$ cat src/rtl/lbs_pkg.sv
package lbs_pkg;

  typedef enum logic [1:0] {
    ST_IDLE = 2'd0,
    ST_ADDR = 2'd1,
    ST_DATA = 2'd2
  } lbs_state_e;

  typedef struct packed {
    logic burst;
    logic write;
  } lbs_kind_t;

endpackage

$ cat src/rtl/lbs_ctrl.sv
module lbs_ctrl
  import lbs_pkg::*;
#(
  parameter int BEATS = 4,
  localparam int CNT_W = $clog2(BEATS)
) (
  input  logic             clk,
  input  logic             rst,
  input  logic             req_valid,
  input  logic             req_burst,
  input  logic             rdy,
  output logic             accept,
  output logic             fire,
  output logic             last_beat,
  output logic             hold,
  output logic [CNT_W-1:0] beat,
  output logic             ads,
  output logic             cyc,
  output logic             done
);

  lbs_state_e st;
  logic       burst_q;

  assign accept    = (st == ST_IDLE) && req_valid;
  assign fire      = (st == ST_DATA) && rdy;
  assign hold      = (st == ST_DATA) && !rdy;
  assign last_beat = !burst_q || (beat == CNT_W'(BEATS - 1));

  always_ff @(posedge clk) begin
    if (rst) begin
      st      <= ST_IDLE;
      burst_q <= 1'b0;
      beat    <= '0;
      ads     <= 1'b0;
      cyc     <= 1'b0;
      done    <= 1'b0;
    end else begin
      done <= 1'b0;
      unique case (st)
        ST_IDLE: begin
          if (req_valid) begin
            st      <= ST_ADDR;
            burst_q <= req_burst;
            beat    <= '0;
            ads     <= 1'b1;
            cyc     <= 1'b1;
          end
        end
        ST_ADDR: begin
          st  <= ST_DATA;
          ads <= 1'b0;
        end
        ST_DATA: begin
          if (rdy) begin
            if (last_beat) begin
              st   <= ST_IDLE;
              beat <= '0;
              cyc  <= 1'b0;
              done <= 1'b1;
            end else begin
              beat <= beat + CNT_W'(1);
            end
          end
        end
        default: st <= ST_IDLE;
      endcase
    end
  end

  // strobe lasts one clock and follows an accepted request
  a_r10_ads_one_clock: assert property (@(posedge clk) disable iff (rst)
    ads |=> !ads);
  a_r10_ads_after_accept: assert property (@(posedge clk) disable iff (rst)
    ads |-> $past(accept));
  // no new strobe while a cycle runs
  a_r9_no_ads_when_busy: assert property (@(posedge clk) disable iff (rst)
    (st != ST_IDLE) |=> !ads);
  // wait state freezes the beat counter
  a_r7_beat_hold: assert property (@(posedge clk) disable iff (rst)
    hold |=> $stable(beat) && cyc);
  // completion pulse
  a_r8_done_one_clock: assert property (@(posedge clk) disable iff (rst)
    done |=> !done);
  a_r8_done_after_last: assert property (@(posedge clk) disable iff (rst)
    done |-> $past(fire && last_beat));
  // a single cycle never leaves beat 0
  a_r2_single_one_beat: assert property (@(posedge clk) disable iff (rst)
    (cyc && !burst_q) |-> (beat == '0));

endmodule

$ cat src/rtl/lbs_wbuf.sv
module lbs_wbuf #(
  parameter int DATA_W = 64,
  parameter int BEATS  = 4,
  localparam int CNT_W  = $clog2(BEATS),
  localparam int LINE_W = DATA_W * BEATS
) (
  input  logic              clk,
  input  logic              rst,
  input  logic              load,
  input  logic [LINE_W-1:0] line_in,
  input  logic              fire,
  input  logic              last_beat,
  input  logic              hold,
  input  logic [CNT_W-1:0]  beat,
  output logic [DATA_W-1:0] wdata
);

  logic [DATA_W-1:0] mem [BEATS];
  logic [CNT_W-1:0]  beat_nxt;

  assign beat_nxt = beat + CNT_W'(1);

  always_ff @(posedge clk) begin
    if (load) begin
      for (int k = 0; k < BEATS; k++) begin
        mem[k] <= line_in[k*DATA_W +: DATA_W];
      end
    end
  end

  always_ff @(posedge clk) begin
    if (rst) begin
      wdata <= '0;
    end else if (load) begin
      wdata <= line_in[DATA_W-1:0];
    end else if (fire && !last_beat) begin
      wdata <= mem[beat_nxt];
    end
  end

  // write data frozen across a wait state
  a_r7_wdata_hold: assert property (@(posedge clk) disable iff (rst)
    hold |=> $stable(wdata));

endmodule

$ cat src/rtl/lbs_rbuf.sv
module lbs_rbuf #(
  parameter int DATA_W = 64,
  parameter int BEATS  = 4,
  localparam int CNT_W  = $clog2(BEATS),
  localparam int LINE_W = DATA_W * BEATS
) (
  input  logic              clk,
  input  logic              rst,
  input  logic              fire,
  input  logic [CNT_W-1:0]  beat,
  input  logic [DATA_W-1:0] bus_rdata,
  output logic [LINE_W-1:0] line_out
);

  logic [DATA_W-1:0] words [BEATS];

  for (genvar k = 0; k < BEATS; k++) begin : g_word
    always_ff @(posedge clk) begin
      if (rst) begin
        words[k] <= '0;
      end else if (fire && (beat == CNT_W'(k))) begin
        words[k] <= bus_rdata;
      end
    end
    assign line_out[k*DATA_W +: DATA_W] = words[k];
  end

  // the read line only changes on an accepted beat
  a_r5_line_stable: assert property (@(posedge clk) disable iff (rst)
    !fire |=> $stable(line_out));

endmodule

$ cat src/rtl/line_bus_seq.sv
module line_bus_seq
  import lbs_pkg::*;
#(
  parameter int ADDR_W = 32,
  parameter int DATA_W = 64,
  parameter int BEATS  = 4
) (
  input  logic                     clk,
  input  logic                     rst,
  input  logic                     req_valid,
  input  logic [1:0]               req_kind,
  input  logic [ADDR_W-1:0]        req_addr,
  input  logic [DATA_W/8-1:0]      req_be,
  input  logic [DATA_W*BEATS-1:0]  req_wdata,
  output logic                     done,
  output logic [DATA_W*BEATS-1:0]  rdata,
  output logic                     bus_ads,
  output logic                     bus_cyc,
  output logic [ADDR_W-1:0]        bus_addr,
  output logic                     bus_we,
  output logic                     bus_burst,
  output logic [DATA_W/8-1:0]      bus_be,
  output logic [DATA_W-1:0]        bus_wdata,
  input  logic [DATA_W-1:0]        bus_rdata,
  input  logic                     bus_rdy
);

  localparam int BE_W      = DATA_W / 8;
  localparam int CNT_W     = $clog2(BEATS);
  localparam int WORD_OFFS = $clog2(BE_W);
  localparam int LINE_OFFS = $clog2(BE_W * BEATS);
  localparam logic [ADDR_W-1:0] WORD_MASK = {{(ADDR_W-WORD_OFFS){1'b1}}, {WORD_OFFS{1'b0}}};
  localparam logic [ADDR_W-1:0] LINE_MASK = {{(ADDR_W-LINE_OFFS){1'b1}}, {LINE_OFFS{1'b0}}};

  lbs_kind_t        kind;
  logic             accept;
  logic             fire;
  logic             last_beat;
  logic             hold;
  logic [CNT_W-1:0] beat;

  assign kind = lbs_kind_t'(req_kind);

  lbs_ctrl #(.BEATS(BEATS)) ctrl_i (
    .clk       (clk),
    .rst       (rst),
    .req_valid (req_valid),
    .req_burst (kind.burst),
    .rdy       (bus_rdy),
    .accept    (accept),
    .fire      (fire),
    .last_beat (last_beat),
    .hold      (hold),
    .beat      (beat),
    .ads       (bus_ads),
    .cyc       (bus_cyc),
    .done      (done)
  );

  lbs_wbuf #(.DATA_W(DATA_W), .BEATS(BEATS)) wbuf_i (
    .clk       (clk),
    .rst       (rst),
    .load      (accept),
    .line_in   (req_wdata),
    .fire      (fire),
    .last_beat (last_beat),
    .hold      (hold),
    .beat      (beat),
    .wdata     (bus_wdata)
  );

  lbs_rbuf #(.DATA_W(DATA_W), .BEATS(BEATS)) rbuf_i (
    .clk       (clk),
    .rst       (rst),
    .fire      (fire),
    .beat      (beat),
    .bus_rdata (bus_rdata),
    .line_out  (rdata)
  );

  always_ff @(posedge clk) begin
    if (rst) begin
      bus_addr  <= '0;
      bus_we    <= 1'b0;
      bus_burst <= 1'b0;
      bus_be    <= '0;
    end else if (accept) begin
      bus_addr  <= req_addr & (kind.burst ? LINE_MASK : WORD_MASK);
      bus_we    <= kind.write;
      bus_burst <= kind.burst;
      bus_be    <= kind.burst ? {BE_W{1'b1}} : req_be;
    end
  end

  // burst address line-aligned, all lanes on
  a_r4_burst_aligned: assert property (@(posedge clk) disable iff (rst)
    (bus_ads && bus_burst) |-> (bus_addr[LINE_OFFS-1:0] == '0));
  a_r4_burst_all_lanes: assert property (@(posedge clk) disable iff (rst)
    (bus_cyc && bus_burst) |-> (&bus_be));
  // single address word-aligned
  a_r2_single_aligned: assert property (@(posedge clk) disable iff (rst)
    (bus_ads && !bus_burst) |-> (bus_addr[WORD_OFFS-1:0] == '0));
  // cycle attributes frozen while the cycle runs
  a_r9_attr_stable: assert property (@(posedge clk) disable iff (rst)
    (bus_cyc && !bus_ads) |-> $stable(bus_addr) && $stable(bus_we) && $stable(bus_burst));

endmodule

$ cat config.mk
export PLATFORM = sky130hd
export DESIGN_NAME = line_bus_seq
export DESIGN_NICKNAME = d
export VERILOG_FILES = /design/src/rtl/lbs_pkg.sv /design/src/rtl/lbs_ctrl.sv /design/src/rtl/lbs_wbuf.sv /design/src/rtl/lbs_rbuf.sv /design/src/rtl/line_bus_seq.sv
export SDC_FILE = /design/constraint.sdc
export NUM_CORES = 1
export LEC_CHECK = 0
export BUFFER_PORTS_ARGS = -buffer_cell sky130_fd_sc_hd__buf_2
export CAP_MARGIN = 10
export CORE_AREA = 2 2 283 285
export DETAILED_ROUTE_END_ITERATION = 16
export DIE_AREA = 0 0 285 287
export MAX_ROUTING_LAYER = met4
export PLACE_DENSITY = 0.59
export REMOVE_ABC_BUFFERS = 1
export SYNTH_ARGS = -nofsm -noshare
export SYNTH_HDL_FRONTEND = slang
export SYNTH_SLANG_ARGS = --single-unit
$ cat constraint.sdc
create_clock -name clk -period 5.26 [get_ports clk]
set_input_delay 1.052 -clock clk [delete_from_list [all_inputs] [get_ports clk]]
set_output_delay 1.052 -clock clk [all_outputs]
set_load 0.005 [all_outputs]
==> flow_metrics.tcl <==
set metrics [dict create \
    ys_warn_count 0 \
    ir_worst_vdd_uv 271 \
    syn_area_per_cell_um2 15.8 \
    grt_use_total_pct 17.6 \
    drtIter0Drc 989 \
    power.internal_uw 8840 \
    cp_common_cell "buf_4" \
    pwr-share-clk_pct 42.3 \
    netSwitchingFraction_pct 23.0 \
    grt_max_degree 88 \
    postRouteAntennaNets 0 \
    cp.required_ps 5770 \
    cts_setup_buffers 0 \
    seq_area_frac_synth_pct 72.2 \
    pre_cts_slack_ps 1870 \
    clk_path_buf_depth 3 \
    grt-ovfl-total 0 \
    clock_latency_ps 610 \
    finalSetupViolations 0 \
    critical_path_class "flip-flop to flip-flop" \
    drt-total-wl_um 72300 \
    final_cell_area_mm2 0.0314 \
    antenna_found_initial 33 \
    ys_seq_elements 622 \
    grt_first_pass_wirelength_um 105000 \
    combPwrFrac_pct 7.7 \
    drive_above_1_share_pct 44.4 \
    vias 15800 \
    p_sw_uw 2650 \
    total_power_uw 11500 \
    floorplan.core_area_mm2 0.0786 \
    max_freq_mhz 336 \
    leakagePower_uw 0.0126 \
    area_growth_pct 28.9 \
    hold_violations 0 \
    maxSlewHeadroom_pct 35.6 \
    cts_tree "done" \
    syn_area_mm2 0.0243 \
    place_area_mm2 0.0290 \
    slowest_delay_ps 670 \
    htreeDepth 3 \
    fillers 7390 \
    synth_top_area_share_pct 63.2 \
    timing.final.ws_setup_ps 2280 \
    hold_path_depth 2 \
    critPathLaunchType "flip-flop" \
    clock-root-buffer "clkbuf_16" \
    die_y_um 287 \
    numClockSinks 622 \
    status "finished, final reports clean" \
    r2r_cells 6 \
    synth_area_leaders "edfxtp_1 63%, dfxtp_1 9.1%, mux4_2 5.9%" \
    p_seq_share_pct 50.0 \
    die-area_mm2 0.0818 \
    fin_nets 2610 \
    drv_cap 0 \
    layout_min_cycle_time_ps 2980 \
    io_buffers 724 \
    drc 0 \
    drt_pass1_iterations 5 \
    slowest_stage "buf_4" \
    via_per_inst 4.68 \
    clk_pin_slew_ps 60 \
    final.period_utilization_pct 56.6 \
    initial_core_util_pct 30.9 \
    gp_congestion 0.814 \
    path_cells "buf_4, nand4b_1, buf_4, a21o_2, buf_12, a221oi_1" \
    post_drt_wl_per_cell_um 21.4 \
    final_common_cell "buf_2" \
    holdWs_ps 454 \
    rsz0062_at_grt "false" \
    crit_path_end_kind "flip-flop" \
    synthCells 1540 \
    final_cell_mix "723 x buf_2, 512 x edfxtp_1, 171 x and2_1" \
    pin_count 731 \
    path_max_fanout 65 \
    slew_violations 0 \
    cts_hold_buf 0 \
    yosys.cell_types.count 36 \
    min_path_type "flip-flop to flip-flop" \
    power_density_mw_per_mm2 366 \
    synth_top_area_cell "edfxtp_1" \
    fin_skew_ps 32.0 \
    row_count 103 \
    fp.dieW_um 285 \
    grt_pass1_vias 16200 \
    worstPathArrival_ps 3480 \
    cts_buffers 69 \
    post_cts_resized 0 \
    dpl.hpwl_um 48800 \
    tightest_slew_ps 966 \
]
-- sequential cells by signal (all words and copies together), names as in the netlist --
name            count
bus_we              1
ctrl_i.cyc          1
wbuf_i.wdata       64
bus_addr           29
ctrl_i.ads          1
ctrl_i.st           2
ctrl_i.done         1
ctrl_i.beat         2
wbuf_i.mem        256
rbuf_i.words      256
ctrl_i.burst_q      1
bus_be              8
-- cell families after synthesis --
family | Yosys count | synth area share, %
AOI/OAI and AO/OA | 170 | 5.19
adders and majority gates | 4 | 0.206
buffers and inverters | 189 | 3.47
DFF | 622 | 72.2
muxes | 64 | 5.92
other | 1 | 0.0154
and+or+nand+nor | 490 | 12.9
-- through the flow --
stage,instances,util (%),setup TNS [ps]
after floorplan,1421,-,-893750
after global routing,3373,39.9,0
after CTS,3344,39.8,0
after detailed placement,3219,36.9,0
final,3378,39.9,0
after global placement,3219,36.9,0
-- final cells by class --
| class | instances | area, µm² | area share, % |
|---|---|---|---|
| repair buffers | 748 | 3870 | 12.3 |
| multi-input cells | 731 | 5950 | 19.0 |
| well taps | 1050 | 1310 | 4.19 |
| clock buffers | 93 | 1870 | 5.96 |
| diodes | 34 | 85.1 | 0.271 |
| clock inverters | 32 | 428 | 1.36 |
| flip-flops and latches | 622 | 17600 | 56.1 |
| inverters | 68 | 263 | 0.838 |
-- power groups by stage --
stage          combinational (µW)  clock (µW)  sequential (µW)
5_1_grt                       971        5170             5770
3_3_place_gp                  887           0             5840
6_report                      884        4860             5740
2_1_floorplan                 338           0             5870
3_5_place_dp                  902           0             5850
4_1_cts                       905        4980             5750
-- layer usage --
metal | up-vias | track usage (%) | routed length [µm]
met5 | - | - | 0
met4 | 0 | 5.12 | 1510
met3 | 99 | 6.27 | 7050
met2 | 738 | 29.1 | 35900
met1 | 7777 | 20.1 | 27900
li1 | 7199 | - | -
-- final timing paths --
check	slack (ps)	from	end
setup reg to reg	2280	ctrl_i.st[1]	wbuf_i.wdata[38]
setup / recovery	2280	ctrl_i.st[1]	wbuf_i.wdata[38]
hold reg to reg	450	bus_addr[18]	bus_addr[18]
hold / removal	450	bus_addr[18]	bus_addr[18]
-- critical path: cells and delay by family, from the launching register on --
family | cells | cell delay, ps
buffers and inverters | 3 | 1240
AOI/OAI and AO/OA | 2 | 740
and+or+nand+nor | 1 | 160
DFF | 1 | 580
-- cells in the mapped netlist, drive strengths merged --
cell type,n
a211oi,64
a21o,5
a21oi,35
a221oi,64
and2,256
and3b,1
and4bb,7
buf,49
clkbuf,72
conb,1
dfxtp,110
edfxtp,512
ha,4
inv,68
mux4,64
nand2,124
nand2b,2
nand3,4
nand3b,3
nand4b,1
nor2,9
nor2b,3
nor3,17
nor3b,5
nor4bb,57
o21ai,2
or3b,1
(Power assumes the default switching activity.)
